File: config.mk
export PLATFORM = sky130hd
export DESIGN_NAME = tlb_xlate
export DESIGN_NICKNAME = d
export VERILOG_FILES = /design/src/rtl/tlb_pkg.sv /design/src/rtl/tlb_entry_store.sv /design/src/rtl/tlb_lookup.sv /design/src/rtl/tlb_xlate.sv
export SDC_FILE = /design/constraint.sdc
export NUM_CORES = 1
export LEC_CHECK = 0
export BUFFER_PORTS_ARGS = -buffer_cell sky130_fd_sc_hd__buf_2
export CAP_MARGIN = 15
export CELL_PAD_IN_SITES_DETAIL_PLACEMENT = 0
export CELL_PAD_IN_SITES_GLOBAL_PLACEMENT = 1
export CORE_ASPECT_RATIO = 1.5
export CORE_MARGIN = 2
export CORE_UTILIZATION = 52
export CTS_BUF_LIST = sky130_fd_sc_hd__clkbuf_8 sky130_fd_sc_hd__clkbuf_16
export CTS_CLUSTER_SIZE = 20
export DETAILED_ROUTE_END_ITERATION = 8
export GPL_TIMING_DRIVEN = 0
export HOLD_SLACK_MARGIN = 0.05
export PLACE_DENSITY = 0.76
export REMOVE_ABC_BUFFERS = 1
export SYNTH_ARGS = -nofsm -noshare
export SYNTH_HDL_FRONTEND = slang
export SYNTH_SLANG_ARGS = --single-unit
File: constraint.sdc
create_clock -name clk -period 3.4 [get_ports clk]
set_clock_uncertainty 0.05 [all_clocks]
set_input_delay 0.34 -clock clk [delete_from_list [all_inputs] [get_ports clk]]
set_output_delay 0.34 -clock clk [all_outputs]
set_load 0.1 [all_outputs]
File: src/rtl/tlb_pkg.sv
package tlb_pkg;
  localparam int unsigned VA_BITS   = 32;
  localparam int unsigned PA_BITS   = 32;
  localparam int unsigned PAGE_BITS = 12;
  localparam int unsigned SET_BITS  = 4;

  typedef struct packed {
    logic dirty;
    logic writable;
  } tlb_flags_t;

  localparam int unsigned FLAG_BITS = $bits(tlb_flags_t);
endpackage

File: src/rtl/tlb_entry_store.sv
module tlb_entry_store
  import tlb_pkg::*;
#(
  parameter int unsigned SET_W = SET_BITS,
  parameter int unsigned TAG_W = 16,
  parameter int unsigned PPN_W = 20
) (
  input  logic             clk,
  input  logic             rst,
  input  logic             clr,
  input  logic             we,
  input  logic [SET_W-1:0] w_set,
  input  logic [TAG_W-1:0] w_tag,
  input  logic [PPN_W-1:0] w_ppn,
  input  tlb_flags_t       w_flags,
  input  logic [SET_W-1:0] r_set,
  output logic             r_valid,
  output logic [TAG_W-1:0] r_tag,
  output logic [PPN_W-1:0] r_ppn,
  output tlb_flags_t       r_flags
);
  localparam int unsigned DEPTH  = 1 << SET_W;
  localparam int unsigned DATA_W = FLAG_BITS + PPN_W + TAG_W;

  // Payload array carries no reset so it can map onto RAM resources.
  logic [DATA_W-1:0] mem_q [DEPTH];
  logic [DEPTH-1:0]  valid_q;
  logic [DATA_W-1:0] rd_word;

  always_ff @(posedge clk) begin
    if (we && !clr) begin
      mem_q[w_set] <= {w_flags, w_ppn, w_tag};
    end
  end

  always_ff @(posedge clk) begin
    if (rst || clr) begin
      valid_q <= '0;
    end else if (we) begin
      valid_q[w_set] <= 1'b1;
    end
  end

  always_comb begin
    rd_word = mem_q[r_set];
    r_valid = valid_q[r_set];
    r_tag   = rd_word[TAG_W-1:0];
    r_ppn   = rd_word[TAG_W +: PPN_W];
    r_flags = tlb_flags_t'(rd_word[DATA_W-1 -: FLAG_BITS]);
  end


  clear_empties_chk: assert property (@(posedge clk) disable iff (rst)
    clr |=> (valid_q == '0));


  clear_beats_fill_chk: assert property (@(posedge clk) disable iff (rst)
    (clr && we) |=> !valid_q[$past(w_set)]);


  fill_sets_valid_chk: assert property (@(posedge clk) disable iff (rst)
    (we && !clr) |=> valid_q[$past(w_set)]);
endmodule

File: src/rtl/tlb_lookup.sv
module tlb_lookup
  import tlb_pkg::*;
#(
  parameter int unsigned VA_W  = VA_BITS,
  parameter int unsigned PA_W  = PA_BITS,
  parameter int unsigned OFF_W = PAGE_BITS,
  parameter int unsigned SET_W = SET_BITS
) (
  input  logic [VA_W-1:0]        vaddr,
  input  logic                   is_write,
  output logic [SET_W-1:0]       set_idx,
  input  logic                   e_valid,
  input  logic [VA_W-OFF_W-SET_W-1:0] e_tag,
  input  logic [PA_W-OFF_W-1:0]  e_ppn,
  input  tlb_flags_t             e_flags,
  output logic                   hit,
  output logic [PA_W-1:0]        paddr,
  output logic                   dirty,
  output logic                   writable,
  output logic                   fault
);
  localparam int unsigned VPN_W = VA_W - OFF_W;
  localparam int unsigned TAG_W = VPN_W - SET_W;

  logic [TAG_W-1:0] probe_tag;
  logic             tag_eq;

  always_comb begin
    set_idx   = vaddr[OFF_W +: SET_W];
    probe_tag = vaddr[VA_W-1 -: TAG_W];
    tag_eq    = (probe_tag == e_tag);
    hit       = e_valid && tag_eq;
    paddr     = {e_ppn, vaddr[OFF_W-1:0]};
    dirty     = e_flags.dirty;
    writable  = e_flags.writable;
    fault     = hit && is_write && !e_flags.writable;
  end
endmodule

File: src/rtl/tlb_xlate.sv
module tlb_xlate
  import tlb_pkg::*;
#(
  parameter int unsigned VA_W  = VA_BITS,
  parameter int unsigned PA_W  = PA_BITS,
  parameter int unsigned OFF_W = PAGE_BITS,
  parameter int unsigned SET_W = SET_BITS,
  localparam int unsigned VPN_W = VA_W - OFF_W,
  localparam int unsigned PPN_W = PA_W - OFF_W
) (
  input  logic             clk,
  input  logic             rst,
  input  logic [VA_W-1:0]  lk_vaddr,
  input  logic             lk_write,
  output logic             lk_hit,
  output logic [PA_W-1:0]  lk_paddr,
  output logic             lk_dirty,
  output logic             lk_writable,
  output logic             lk_fault,
  input  logic             fill_en,
  input  logic [VPN_W-1:0] fill_vpn,
  input  logic [PPN_W-1:0] fill_ppn,
  input  logic             fill_dirty,
  input  logic             fill_writable,
  input  logic             inval_all
);
  localparam int unsigned TAG_W = VPN_W - SET_W;

  logic [SET_W-1:0] rd_set;
  logic             e_valid;
  logic [TAG_W-1:0] e_tag;
  logic [PPN_W-1:0] e_ppn;
  tlb_flags_t       e_flags;
  tlb_flags_t       w_flags;

  assign w_flags = '{dirty: fill_dirty, writable: fill_writable};

  tlb_entry_store #(
    .SET_W(SET_W),
    .TAG_W(TAG_W),
    .PPN_W(PPN_W)
  ) store_i (
    .clk    (clk),
    .rst    (rst),
    .clr    (inval_all),
    .we     (fill_en),
    .w_set  (fill_vpn[SET_W-1:0]),
    .w_tag  (fill_vpn[VPN_W-1 -: TAG_W]),
    .w_ppn  (fill_ppn),
    .w_flags(w_flags),
    .r_set  (rd_set),
    .r_valid(e_valid),
    .r_tag  (e_tag),
    .r_ppn  (e_ppn),
    .r_flags(e_flags)
  );

  tlb_lookup #(
    .VA_W (VA_W),
    .PA_W (PA_W),
    .OFF_W(OFF_W),
    .SET_W(SET_W)
  ) lookup_i (
    .vaddr   (lk_vaddr),
    .is_write(lk_write),
    .set_idx (rd_set),
    .e_valid (e_valid),
    .e_tag   (e_tag),
    .e_ppn   (e_ppn),
    .e_flags (e_flags),
    .hit     (lk_hit),
    .paddr   (lk_paddr),
    .dirty   (lk_dirty),
    .writable(lk_writable),
    .fault   (lk_fault)
  );


  reset_empty_chk: assert property (@(posedge clk) disable iff (rst)
    $fell(rst) |-> !lk_hit);


  fill_then_hit_chk: assert property (@(posedge clk) disable iff (rst)
    (fill_en && !inval_all) |=>
      ((lk_vaddr[VA_W-1:OFF_W] != $past(fill_vpn)) ||
       (lk_hit && lk_paddr[PA_W-1:OFF_W] == $past(fill_ppn))));


  fault_needs_store_hit_chk: assert property (@(posedge clk) disable iff (rst)
    lk_fault |-> (lk_hit && lk_write && !lk_writable));


  inval_miss_chk: assert property (@(posedge clk) disable iff (rst)
    inval_all |=> !lk_hit);
endmodule

After elaboration in Yosys (flattened, before gate mapping)
Memories as Yosys holds them, arrays and structs flattened.
Cells that the tools add are included.
Widths: inputs -> output; s select.

storage, ports and cells
  register bits after elaboration = 16
  RAM bits = 608
  input port bits = 79
  output and inout bits = 36
  logic and storage cells = 21
  memories = 1

operators by class
  $lt $le $gt $ge = 3
  equal/unequal tests = 1
  muxes and demuxes = 6
  bitwise operators = 1
  reductions and logical operators = 8

memory list
  name           depth  width  read ports  clocked after Yosys merged registers in  wr ports  line                   source
  store_i.mem_q  16     38     1           0                                        1         tlb_entry_store.sv:26  logic [DATA_W-1:0] mem_q [DEPTH];

operators by type and width
  cell                number
  $eq 16x16->1        1
  $or 16x16->16       1
  $lt 4x5->1 const B  2
  $logic_and 1x1->1   5
  $bmux 1 s4          1
  $demux 1 s4         1
  $ge 4x1->1 const B  1
  $mux 1              4
  $logic_not 1->1     2
  $logic_or 1x1->1    1

Logic depth before layout (Yosys ltp)
Gate-level depths: netlist of run 1.

  word-level depth = 5
  depth in mapped cells = 11

Modules after synthesis
From an unflattened synthesis of run 1, not the netlist that was laid out.

second synthesis, totals
  cell total of the unflattened synthesis = 1089
  area, all modules = 23971.7 um^2

by module, submodules not included
  module           instances  cells each  area each (um^2)  sequential area each (um^2)
  tlb_entry_store  1          1020        23475.0           18577.8
  tlb_lookup       1          69          496.7             0.0

Worst setup path before layout of run 1
Ideal clock, no wire load.

  path kind = input to output
  start = input lk_vaddr[13]
  end = output lk_fault
  arrival = 5280 ps
  data required time = 3010 ps
  setup slack = -2270 ps
  stages = 8
  path buffers = 4
  cells stage by stage = buf_6 buf_6 buf_2 buf_2 mux4_2 mux4_2 nand4b_1 nor4_1

RTL lines
  what               line              source
  from (decl)        tlb_xlate.sv:13   input logic [VA_W-1:0] lk_vaddr,
  $mem_v2 16x38      --
  via lk_writable    tlb_xlate.sv:18   output logic lk_writable,
  $logic_not 1->1    tlb_lookup.sv:36  fault = hit && is_write && !e_flags.writable;
  $logic_and 1x1->1  tlb_lookup.sv:36
  to (decl)          tlb_xlate.sv:19   output logic lk_fault,

The timed path passes the listed nets, and every way through them passes these cells. The select of a mux whose other input is x is not followed.

Worst setup path after layout of run 1
  start = memory store_i.mem_q[7][10] in the netlist's numbering
  end = output lk_hit

on the way
  longest elaborated chain between the ends = 3

RTL lines
  what               line                   source
  from (decl)        tlb_entry_store.sv:26
  $mem_v2 16x38      --
  $eq 16x16->1       tlb_lookup.sv:31       tag_eq = (probe_tag == e_tag);
  $logic_and 1x1->1  tlb_lookup.sv:32       hit = e_valid && tag_eq;
  to (decl)          tlb_xlate.sv:15        output logic lk_hit,

Every way passes these cells.

==> summary.txt, run 1 <==
Outcome
  • Outcome: complete, but fails checks
  • Failing checks: setup timing

Placed design
  • Final HPWL DP: 29900 um
  • Placement Setup Slack: -2000 ps
  • Cells after DPL: 1759
  • # port buffers: 90
  • Post-place instance area: 26200 sq um
  • Final estimated routing congestion in global placement: 0.803

Worst setup path
  • Crit path arrival time: 3200 ps
  • Slack of the worst reg-to-reg path: 2720 ps
  • RR Startpoint: store_i.valid_q[11]
  • Terminus of the critical flop-to-flop path: store_i.valid_q[11]
  • Worst setup EP type: output pin
  • Maximum fanout encountered on the critical timing path: 2
  • Critical path required time: 3010 ps
  • Worst Setup Path Type: flip-flop to output pin
  • Kind of launch point of the worst setup path: flip-flop
  • Cell count of the worst reg-to-reg path: 2

Yosys
  • Synth Register Bits: 624
  • Share of flip-flops with an asynchronous set or reset: 0
  • Count of yosys warnings during synthesis: 0
  • Library cells used by synthesis: 58
  • Post-synth design cell area: 24500 sq um
  • Post-synthesis cell count: 1115
  • Most common library cells after synthesis: 608 x sky130_fd_sc_hd__edfxtp_1, 165 x sky130_fd_sc_hd__mux4_2, 43 x sky130_fd_sc_hd__nor2_1
  • Dominant register cell in the synthesized netlist: sky130_fd_sc_hd__edfxtp_1
  • Yosys top cell area share: 0.744
  • Sequential share of the synthesized area: 0.758
  • Leading cell types by total area after synthesis: sky130_fd_sc_hd__edfxtp_1 74%, sky130_fd_sc_hd__mux4_2 15%, sky130_fd_sc_hd__dfxtp_1 1.3%, sky130_fd_sc_hd__mux2i_1 1.2%, sky130_fd_sc_hd__mux4_1 0.86%
  • Number of enable flip-flop cells after synthesis: 608
  • Library cell with the largest summed area after synthesis: sky130_fd_sc_hd__edfxtp_1
  • Leading cell type by number of instances after synthesis: sky130_fd_sc_hd__edfxtp_1
  • Average footprint of a synthesized cell: 22.0 sq um

STA
  • Crit path setup slack, layout: -191 ps
  • Unrepaired setup endpoints after global routing: true
  • Max Freq: 278 MHz
  • Actual slew at the worst max-slew pin: 1010 ps
  • Share of the clock period used by the worst path after layout: 1.06
  • Final period demand of the worst path: 3590 ps
  • Final Hold Vio Count: 0
  • Max-slew headroom: 0.322
  • Final Slew Violations: 0
  • Final Setup Violations: 2
  • Hold_ws: 71.5 ps

Layout
  • Final instance count without filler cells: 1878
  • Final instance area: 28500 sq um
  • Fraction of final layout cells sized beyond drive strength 1: 0.334
  • P&R area growth vs syn: 16.3%
  • NumNets Final: 1318

Global routing
  • Residual overflow from global routing: 0
  • Number of antenna violations at the first check in global routing: 4
  • Total Routing Usage GR: 0.232
  • Pin count of the biggest net entering global routing: 59
  • Global-route wire length before repair: 81700 um
  • Vias in the first global route: 12.5k

Worst hold path
  • Endpoint of the worst hold path: store_i.mem_q[7][17]
  • HP Class: primary input to flip-flop
  • Hold Crit Depth: 1
  • Beginning of the worst hold path: fill_ppn[1]

Clock tree
  • Cell at the root of the clock tree: sky130_fd_sc_hd__clkbuf_16
  • TritonCTS clock tree: built
  • # clock sinks: 624
  • Num CTS Buffers: 53
  • Clock latency on the worst-skew pair: 570 ps
  • Clock-pin slew on the worst setup and hold paths: 70 ps
  • Clock Path Buffers: 3
  • H-Tree Level Count: 2

Floorplan
  • Starting Density: 0.526
  • Overall die area: 49000 sq um
  • # IOs: 115
  • Standard-cell row count: 97
  • Core footprint: 46600 sq um
  • Die height: 270 um
  • Chip Width: 181 um

Power
  • Peak supply drop: 0.372 mV
  • Pwr/cell area: 559 nW/um^2
  • Leakage: 9.20 nW
  • Post-route total power: 16.0 mW

Job
  • Maximum Capacitance Violations: 0

Drt
  • Number of optimization iterations in the first detailed-route pass: 5
  • Number of nets still failing antenna checks after routing: 0
  • Via/cell ratio: 6.34
  • DRC viols: 0
  • Routed wirelength normalized by instance count: 29.7 um
  • Via count of the routed design: 11.9k
  • DRT iter0 DRCs: 1394
  • DRT Wirelength: 55700 um
-- stage by stage --
step,utilization,setup TNS (ps)
finish,0.612,-382
CTS,0.612,-358
global route,0.612,-533
floorplan,-,-3680
detailed placement,0.561,-4560
global placement,0.543,-1257830
-- final cells by class --
type | count | area [sq um]
sequential | 624 | 18600
fill | 3223 | 18100
multi-input combinational | 412 | 5720
timing repair buffer | 138 | 1630
clock buffer | 55 | 1380
tap | 594 | 743
clock inverter | 44 | 432
inverter | 10 | 47.5
antenna | 1 | 2.50
-- per-layer routing --
metal  global-route usage  vias up  part of all wire
met5                    0        -           0.00075
met4               0.0796        6             0.032
met3               0.0360      119             0.063
met2                0.396      494              0.52
met1                0.308     6334              0.39
li1                     -     4950                 -
-- how the worst max path moves through the flow --
stage,start,end,slack [ps],cells after the start
6_report,store_i.mem_q[7][10],lk_hit,-190,7
5_1_grt,store_i.mem_q[7][10],lk_fault,-270,7
3_5_place_dp,lk_vaddr[12],lk_hit,-2000,11
2_1_floorplan,lk_vaddr[12],lk_fault,-1840,7
4_1_cts,store_i.mem_q[7][5],lk_hit,-180,8
3_3_place_gp,lk_vaddr[12],lk_hit,-6750,9
-- state kept, by name, summed over array words and instances (netlist names) --
signal	cells
store_i.mem_q	608
store_i.valid_q	16
-- worst max-delay path, cell delays in order, from the launching register on --
cell	delay, ps
sky130_fd_sc_hd__edfxtp_1	360
sky130_fd_sc_hd__mux4_2	520
sky130_fd_sc_hd__a32o_2	240
sky130_fd_sc_hd__a22oi_2	210
sky130_fd_sc_hd__nand3_1	110
sky130_fd_sc_hd__or4_4	590
sky130_fd_sc_hd__nor4_4	320
sky130_fd_sc_hd__buf_6	270
-- cells by family (layout without fill, tap and decap cells) --
family                    count (synthesis)  after routing  share of synthesized area
xor gates and xnor gates                 15             15                    0.00536
muxes                                   210            210                      0.176
buffers and inverters                    79            247                     0.0191
other                                     0              1                          0
DFF                                     624            624                      0.758
and+or+nand+nor                         122            122                     0.0244
AOI/OAI and AO/OA                        65             65                     0.0179
-- report_power, final --
| group | switching, mW | internal, mW |
|---|---|---|
| sequential | 0.0216 | 8.52 |
| combinational | 0.727 | 0.440 |
| clock | 2.63 | 3.61 |
-- cells in the final DEF, fill, tap and decap left out, types with 21 or more instances in the layout --
cell type	count
sky130_fd_sc_hd__edfxtp_1	608
sky130_fd_sc_hd__mux4_2	166
sky130_fd_sc_hd__buf_2	84
sky130_fd_sc_hd__clkbuf_16	55
sky130_fd_sc_hd__nor2_1	27
sky130_fd_sc_hd__mux2i_1	23
sky130_fd_sc_hd__nand2_1	22
sky130_fd_sc_hd__a21oi_1	21
sky130_fd_sc_hd__buf_16	21
-- timing repair --
item                                   CTS  global route
setup endpoints to repair               11             2
buffers inserted                         6             1
resized for setup                       36             3
pin swaps                                8             5
endpoints found under the hold margin   13             0
gates cloned                            10             0
hold buffers                             2             0
Power figures use the tool's default switching activity.
==> inputs of run 2 (changes only) <==
--- a/config.mk
+++ b/config.mk
@@ -6,7 +6,7 @@
 export NUM_CORES = 1
 export LEC_CHECK = 0
 export BUFFER_PORTS_ARGS = -buffer_cell sky130_fd_sc_hd__buf_2
-export CAP_MARGIN = 15
+export CAP_MARGIN = 25
 export CELL_PAD_IN_SITES_DETAIL_PLACEMENT = 0
 export CELL_PAD_IN_SITES_GLOBAL_PLACEMENT = 1
 export CORE_ASPECT_RATIO = 1.5
@@ -17,8 +17,9 @@
 export DETAILED_ROUTE_END_ITERATION = 8
 export GPL_TIMING_DRIVEN = 0
 export HOLD_SLACK_MARGIN = 0.05
-export PLACE_DENSITY = 0.76
+export PLACE_DENSITY = 0.87
 export REMOVE_ABC_BUFFERS = 1
+export SETUP_SLACK_MARGIN = 0.1
 export SYNTH_ARGS = -nofsm -noshare
 export SYNTH_HDL_FRONTEND = slang
 export SYNTH_SLANG_ARGS = --single-unit
==> summary.txt, run 2 (synthesis results as in run 1) <==
STA
  • Max-slew headroom: 0.379 (+0.0570)
  • Max Freq: 270 MHz (-3.0%)
  • Final period demand of the worst path: 3700 ps (+111 ps)
  • Unrepaired setup endpoints after global routing: true
  • Final Setup Violations: 2 (unchanged)
  • Actual slew at the worst max-slew pin: 929 ps (-85.3 ps)
  • Share of the clock period used by the worst path after layout: 1.09 (+0.0327)
  • Final Slew Violations: 0 (unchanged)
  • Final Hold Vio Count: 0 (unchanged)
  • Hold_ws: 72.3 ps (+0.892 ps)
  • Crit path setup slack, layout: -303 ps (-111 ps)

Worst setup path
  • Worst setup EP type: output pin
  • Cell family with the largest share of critical-path delay: simple AND/OR/NAND/NOR gates
  • Kind of launch point of the worst setup path: flip-flop
  • Critical path required time: 3010 ps (about the same)
  • Worst Setup Path Type: flip-flop to output pin
  • Maximum fanout encountered on the critical timing path: 2 (unchanged)
  • Cell type of the slowest stage on the worst timing path: sky130_fd_sc_hd__or4_4
  • Worst path max stage delay: 630 ps (+40 ps)
  • Crit path arrival time: 3310 ps (+110 ps)
  • Chain of cells forming the critical path: mux4_2, mux2i_2, xnor2_1, nor2_1, a21oi_1, or4_4, nor4_4, buf_6
  • CP Buf/Inv Count: 1 (unchanged)

Clock tree
  • Number of buffers inserted for hold repair after clock tree synthesis: 0 (-2)
  • Clock Path Buffers: 3 (unchanged)
  • Num CTS Buffers: 51 (-3.8%)
  • TritonCTS clock tree: built
  • # clock sinks: 624 (unchanged)
  • H-Tree Level Count: 2 (unchanged)
  • Cell at the root of the clock tree: sky130_fd_sc_hd__clkbuf_16
  • Clock-pin slew on the worst setup and hold paths: 70 ps (about the same)
  • Clock latency on the worst-skew pair: 570 ps (about the same)

Drt
  • Routed wirelength normalized by instance count: 31.7 um (+6.8%)
  • Via count of the routed design: 12.2k (+2.9%)
  • Number of optimization iterations in the first detailed-route pass: 5 (unchanged)
  • Number of nets still failing antenna checks after routing: 0 (unchanged)
  • Via/cell ratio: 6.58 (+3.9%)
  • DRT iter0 DRCs: 1323 (-5.1%)
  • DRC viols: 0 (unchanged)
  • DRT Wirelength: 58900 um (+5.8%)

Floorplan
  • Standard-cell row count: 97 (unchanged)
  • Core footprint: 46600 sq um (unchanged)
  • Overall die area: 49000 sq um (unchanged)
  • Starting Density: 0.526 (unchanged)
  • # IOs: 115 (unchanged)
  • Die height: 270 um (unchanged)
  • Chip Width: 181 um (unchanged)

Layout
  • Final core area utilization: 0.604 (-0.00846)
  • Final instance area: 28100 sq um (-1.4%)
  • Register area: 18600 sq um (unchanged)
  • Area of combinational cells with multiple inputs: 5700 sq um (-0.37%)
  • NumNets Final: 1303 (-1.1%)
  • Commonest non-fill, non-tap cell in the layout: sky130_fd_sc_hd__edfxtp_1
  • P&R area growth vs syn: 14.7%
  • Most used cells in the layout excluding fill and tap cells: 608 x sky130_fd_sc_hd__edfxtp_1, 167 x sky130_fd_sc_hd__mux4_2, 84 x sky130_fd_sc_hd__buf_2
  • Most flop-heavy register: store_i.mem_q
  • FILL cells: 3123 (-3.1%)
  • Number of flip-flops under the largest register name: 608 (unchanged)
  • Fraction of final layout cells sized beyond drive strength 1: 0.329 (-0.00448)
  • Regs by FF count: store_i.mem_q (608), store_i.valid_q (16)

Power
  • Pwr/cell area: 559 nW/um^2 (about the same)
  • Peak supply drop: 0.432 mV (+16%)
  • Post-route total power: 15.7 mW (-1.4%)
  • Leakage: 8.98 nW (-2.4%)

Global routing
  • Met2 Resource Use GR: 0.403 (+0.00696)
  • Grt peak-use layer: met2
  • Number of antenna violations at the first check in global routing: 5 (+1)
  • Residual overflow from global routing: 0 (unchanged)
  • Met1 track demand over resource: 0.308 (-0.000548)
  • Pin count of the biggest net entering global routing: 65 (+10%)
  • Global-route wire length before repair: 84300 um (+3.2%)
  • Vias in the first global route: 12.6k (+0.95%)
  • Total Routing Usage GR: 0.240 (+0.00741)
  • Met3 track demand over resource in global routing: 0.0431 (+0.00715)

Outcome
  • Outcome: complete, but fails checks
  • Failing checks: setup timing

Placed design
  • Final estimated routing congestion in global placement: 0.808 (+0.65%)
  • # port buffers: 90 (unchanged)
  • Final HPWL DP: 29200 um (-2.4%)
  • Placement Setup Slack: -1470 ps (+536 ps)
  • Post-place instance area: 26100 sq um (-0.37%)

Job
  • Maximum Capacitance Violations: 0 (unchanged)

Worst hold path
  • HP Class: primary input to flip-flop
[run 2: cell count changes in the layout (fill, tap and decap cells not counted), moves of 2 or more]
cell	previous run	this run
sky130_fd_sc_hd__buf_16	21	15
sky130_fd_sc_hd__buf_4	8	3
sky130_fd_sc_hd__inv_1	15	11
sky130_fd_sc_hd__bufbuf_16	9	6
sky130_fd_sc_hd__clkinvlp_4	2	5
sky130_fd_sc_hd__bufinv_16	9	7
sky130_fd_sc_hd__clkinv_2	10	12
sky130_fd_sc_hd__dlygate4sd3_1	2	0
sky130_fd_sc_hd__inv_6	2	0
sky130_fd_sc_hd__mux2i_1	23	25
sky130_fd_sc_hd__mux2i_4	3	1
[run 2: final timing paths]
kind / slack [ps] / start / to / cells after the start
setup / recovery: -300 / store_i.mem_q[7][1] / lk_fault / 8
hold / removal: 70 / fill_ppn[0] / store_i.mem_q[0][16] / 1
setup reg to reg: 2720 / store_i.valid_q[3] / store_i.valid_q[3] / 2
hold reg to reg: 410 / store_i.valid_q[4] / store_i.valid_q[4] / 2
[run 2: power by group]
part / switching (mW) / leakage [nW] / internal [mW]
registers: 0.0274 / 5.61 / 8.52
clock network: 2.68 / 0.842 / 3.36
logic: 0.727 / 2.53 / 0.410
total: 3.43 / 8.98 / 12.3
[run 2: worst register-to-register path, stage by stage, from the launching register on]
cell                      delay (ps)
sky130_fd_sc_hd__dfxtp_1         320
sky130_fd_sc_hd__a31oi_1         140
sky130_fd_sc_hd__nor2_1           50
[run 2: timing repair]
action,CTS,global route
cloned,6,1
gates resized for setup,22,10
pin swaps,6,10
setup endpoints to repair,15,2
buffers inserted,0,2
[run 2: final cells by class]
| cell class | instances | area share |
|---|---|---|
| antenna | 2 | 0.000178 |
| clock inverter | 40 | 0.0133 |
| sequential | 624 | 0.660 |
| multi-input combinational | 412 | 0.202 |
| timing repair buffer | 125 | 0.0487 |
| clock buffer | 53 | 0.0471 |
| inverter | 10 | 0.00151 |
| tap | 594 | 0.0264 |
[run 2: through the flow]
step | instances | setup TNS (ps)
global route | 1860 | -704
finish | 1860 | -555
floorplan | 1046 | -3680
detailed placement | 1756 | -2900
CTS | 1855 | -469
global placement | 1730 | -1159820
[run 2: routing by layer]
metal	share of wire	wire, um
met1	0.36	21400
met2	0.52	30700
met3	0.076	4460
met4	0.040	2340
met5	0.00064	38
==> inputs of run 3 (changes only) <==
--- a/config.mk
+++ b/config.mk
@@ -15,11 +15,10 @@
 export CTS_BUF_LIST = sky130_fd_sc_hd__clkbuf_8 sky130_fd_sc_hd__clkbuf_16
 export CTS_CLUSTER_SIZE = 20
 export DETAILED_ROUTE_END_ITERATION = 8
-export GPL_TIMING_DRIVEN = 0
+export GPL_TIMING_DRIVEN = 1
 export HOLD_SLACK_MARGIN = 0.05
 export PLACE_DENSITY = 0.87
 export REMOVE_ABC_BUFFERS = 1
-export SETUP_SLACK_MARGIN = 0.1
 export SYNTH_ARGS = -nofsm -noshare
 export SYNTH_HDL_FRONTEND = slang
 export SYNTH_SLANG_ARGS = --single-unit
==> summary.txt, run 3 (synthesis results as in run 1) <==
Global routing
  • Number of antenna violations at the first check in global routing: 7 (+2)
  • Total Routing Usage GR: 0.240 (+0.000298)
  • Pin count of the biggest net entering global routing: 48 (-26%)
  • Residual overflow from global routing: 0 (unchanged)
  • Vias in the first global route: 13.0k (+3.0%)
  • Global-route wire length before repair: 85100 um (+0.92%)

Worst setup path
  • Crit path arrival time: 3230 ps (-80 ps)
  • Kind of launch point of the worst setup path: flip-flop
  • Slack of the worst reg-to-reg path: 2690 ps (-30 ps)
  • RR Startpoint: store_i.valid_q[7]
  • Worst Setup Path Type: flip-flop to output pin
  • Critical path origin: store_i.mem_q[14][10]
  • Maximum fanout encountered on the critical timing path: 2 (unchanged)
  • Worst setup EP type: output pin
  • Critical path required time: 3010 ps (about the same)

Outcome
  • Failing checks: setup timing
  • Outcome: complete, but fails checks

Placed design
  • Final estimated routing congestion in global placement: 0.884 (+9.3%)
  • Placement Setup Slack: -132 ps (+1340 ps)
  • Cells after DPL: 1806 (+2.8%)
  • Final HPWL DP: 31700 um (+8.4%)
  • # port buffers: 90 (unchanged)
  • Post-place instance area: 26200 sq um (+0.66%)

Layout
  • P&R area growth vs syn: 14.7% (unchanged)
  • Number of flip-flops under the largest register name: 608 (unchanged)
  • Final instance area: 28100 sq um (unchanged)
  • Most used cells in the layout excluding fill and tap cells: 608 x sky130_fd_sc_hd__edfxtp_1, 168 x sky130_fd_sc_hd__mux4_2, 85 x sky130_fd_sc_hd__buf_2
  • Fraction of final layout cells sized beyond drive strength 1: 0.348 (+0.0187)
  • FILL cells: 3160 (+1.2%)
  • Commonest non-fill, non-tap cell in the layout: sky130_fd_sc_hd__edfxtp_1
  • Most flop-heavy register: store_i.mem_q
  • Final instance count without filler cells: 1912 (+2.8%)
  • NumNets Final: 1349 (+3.5%)
  • Final core area utilization: 0.604 (unchanged)
  • Regs by FF count: store_i.mem_q (608), store_i.valid_q (16)

STA
  • Crit path setup slack, layout: -216 ps (+86.8 ps)
  • Final period demand of the worst path: 3620 ps (-86.8 ps)
  • Max Freq: 277 MHz (+2.4%)
  • Final Hold Vio Count: 0 (unchanged)
  • Setup total negative slack: -418 ps (+137 ps)
  • Actual slew at the worst max-slew pin: 860 ps (-68.3 ps)
  • Share of the clock period used by the worst path after layout: 1.06 (-0.0255)
  • Unrepaired setup endpoints after global routing: true
  • Final Slew Violations: 0 (unchanged)
  • Final Setup Violations: 2 (unchanged)
  • Max-slew headroom: 0.426 (+0.0470)

Power
  • Peak supply drop: 0.348 mV (-20%)
  • Pwr/cell area: 566 nW/um^2 (+1.3%)
  • Leakage: 9.10 nW (+1.4%)

Drt
  • Via/cell ratio: 6.48 (-1.6%)
  • DRT Wirelength: 58200 um (-1.2%)
  • DRT iter0 DRCs: 1565 (+18%)
  • DRC viols: 0 (unchanged)
  • Number of optimization iterations in the first detailed-route pass: 5 (unchanged)
  • Routed wirelength normalized by instance count: 30.4 um (-3.9%)
  • Via count of the routed design: 12.4k (+1.2%)
  • Number of nets still failing antenna checks after routing: 0 (unchanged)

Clock tree
  • Clock Path Buffers: 3 (unchanged)
  • Clock latency on the worst-skew pair: 580 ps (about the same)
  • TritonCTS clock tree: built
  • Num CTS Buffers: 53 (+3.9%)
  • # clock sinks: 624 (unchanged)
  • Cell at the root of the clock tree: sky130_fd_sc_hd__clkbuf_16
  • H-Tree Level Count: 2 (unchanged)
  • Clock-pin slew on the worst setup and hold paths: 70 ps (about the same)

Worst hold path
  • Beginning of the worst hold path: fill_ppn[5]
  • HP Class: primary input to flip-flop

Floorplan
  • Die height: 270 um (unchanged)
  • Chip Width: 181 um (unchanged)
  • # IOs: 115 (unchanged)
  • Starting Density: 0.526 (unchanged)
  • Overall die area: 49000 sq um (unchanged)
  • Standard-cell row count: 97 (unchanged)
  • Core footprint: 46600 sq um (unchanged)

Job
  • Maximum Capacitance Violations: 0 (unchanged)
[run 3: worst max-delay path, cell delays in order, from the launching register on]
cell and delay, ps:
sky130_fd_sc_hd__edfxtp_1 410, sky130_fd_sc_hd__mux4_2 540, sky130_fd_sc_hd__mux2i_2 220, sky130_fd_sc_hd__xnor2_1 160
sky130_fd_sc_hd__a21oi_1 120, sky130_fd_sc_hd__or4_4 600, sky130_fd_sc_hd__nor4_4 270, sky130_fd_sc_hd__buf_4 160
sky130_fd_sc_hd__buf_12 160
[run 3: final timing paths]
kind	cells past startpoint	to
max	8	lk_fault
max reg2reg	2	store_i.valid_q[7]
min reg2reg	2	store_i.valid_q[14]
min	1	store_i.mem_q[15][21]
[run 3: area by class of cell]
type / instances / area (sq um) / share of cell area
Sequential cell: 624 / 18600 / 0.660
Multi-Input combinational cell: 412 / 5680 / 0.202
Antenna cell: 4 / 10.0 / 0.000356
Inverter: 10 / 37.5 / 0.00133
Timing Repair Buffer: 169 / 1300 / 0.0462
Clock buffer: 55 / 1350 / 0.0481
Tap cell: 594 / 743 / 0.0264
Clock inverter: 44 / 434 / 0.0154
[run 3: per-layer routing]
layer / wire length, um / track usage / up-vias
li1: - / - / 4996
met1: 21200 / 0.309 / 6471
met2: 30500 / 0.409 / 766
met3: 4450 / 0.0414 / 146
met4: 2110 / 0.0965 / 8
met5: 50 / 0 / -
[run 3: stage by stage]
stage               power [mW]  hold slack (ps)
floorplan                 9.33              381
global placement          9.79              394
detailed placement        9.82              403
CTS                       16.0             52.0
global route              16.3             72.3
finish                    15.9             74.6
[run 3: report_power, final]
group / switching (mW) / internal [mW]
Clock: 2.68 / 3.57
Combinational: 0.731 / 0.409
Sequential: 0.0271 / 8.52
Total: 3.43 / 12.5
[run 3: repair_timing]
| item | in CTS | in global routing |
|---|---|---|
| resized for setup | 12 | 10 |
| endpoints found under the setup margin | 2 | 2 |
| hold buffers | 1 | 0 |
| endpoints found under the hold margin | 16 | 0 |
| pin swaps | 7 | 7 |
| buffers inserted | 0 | 2 |
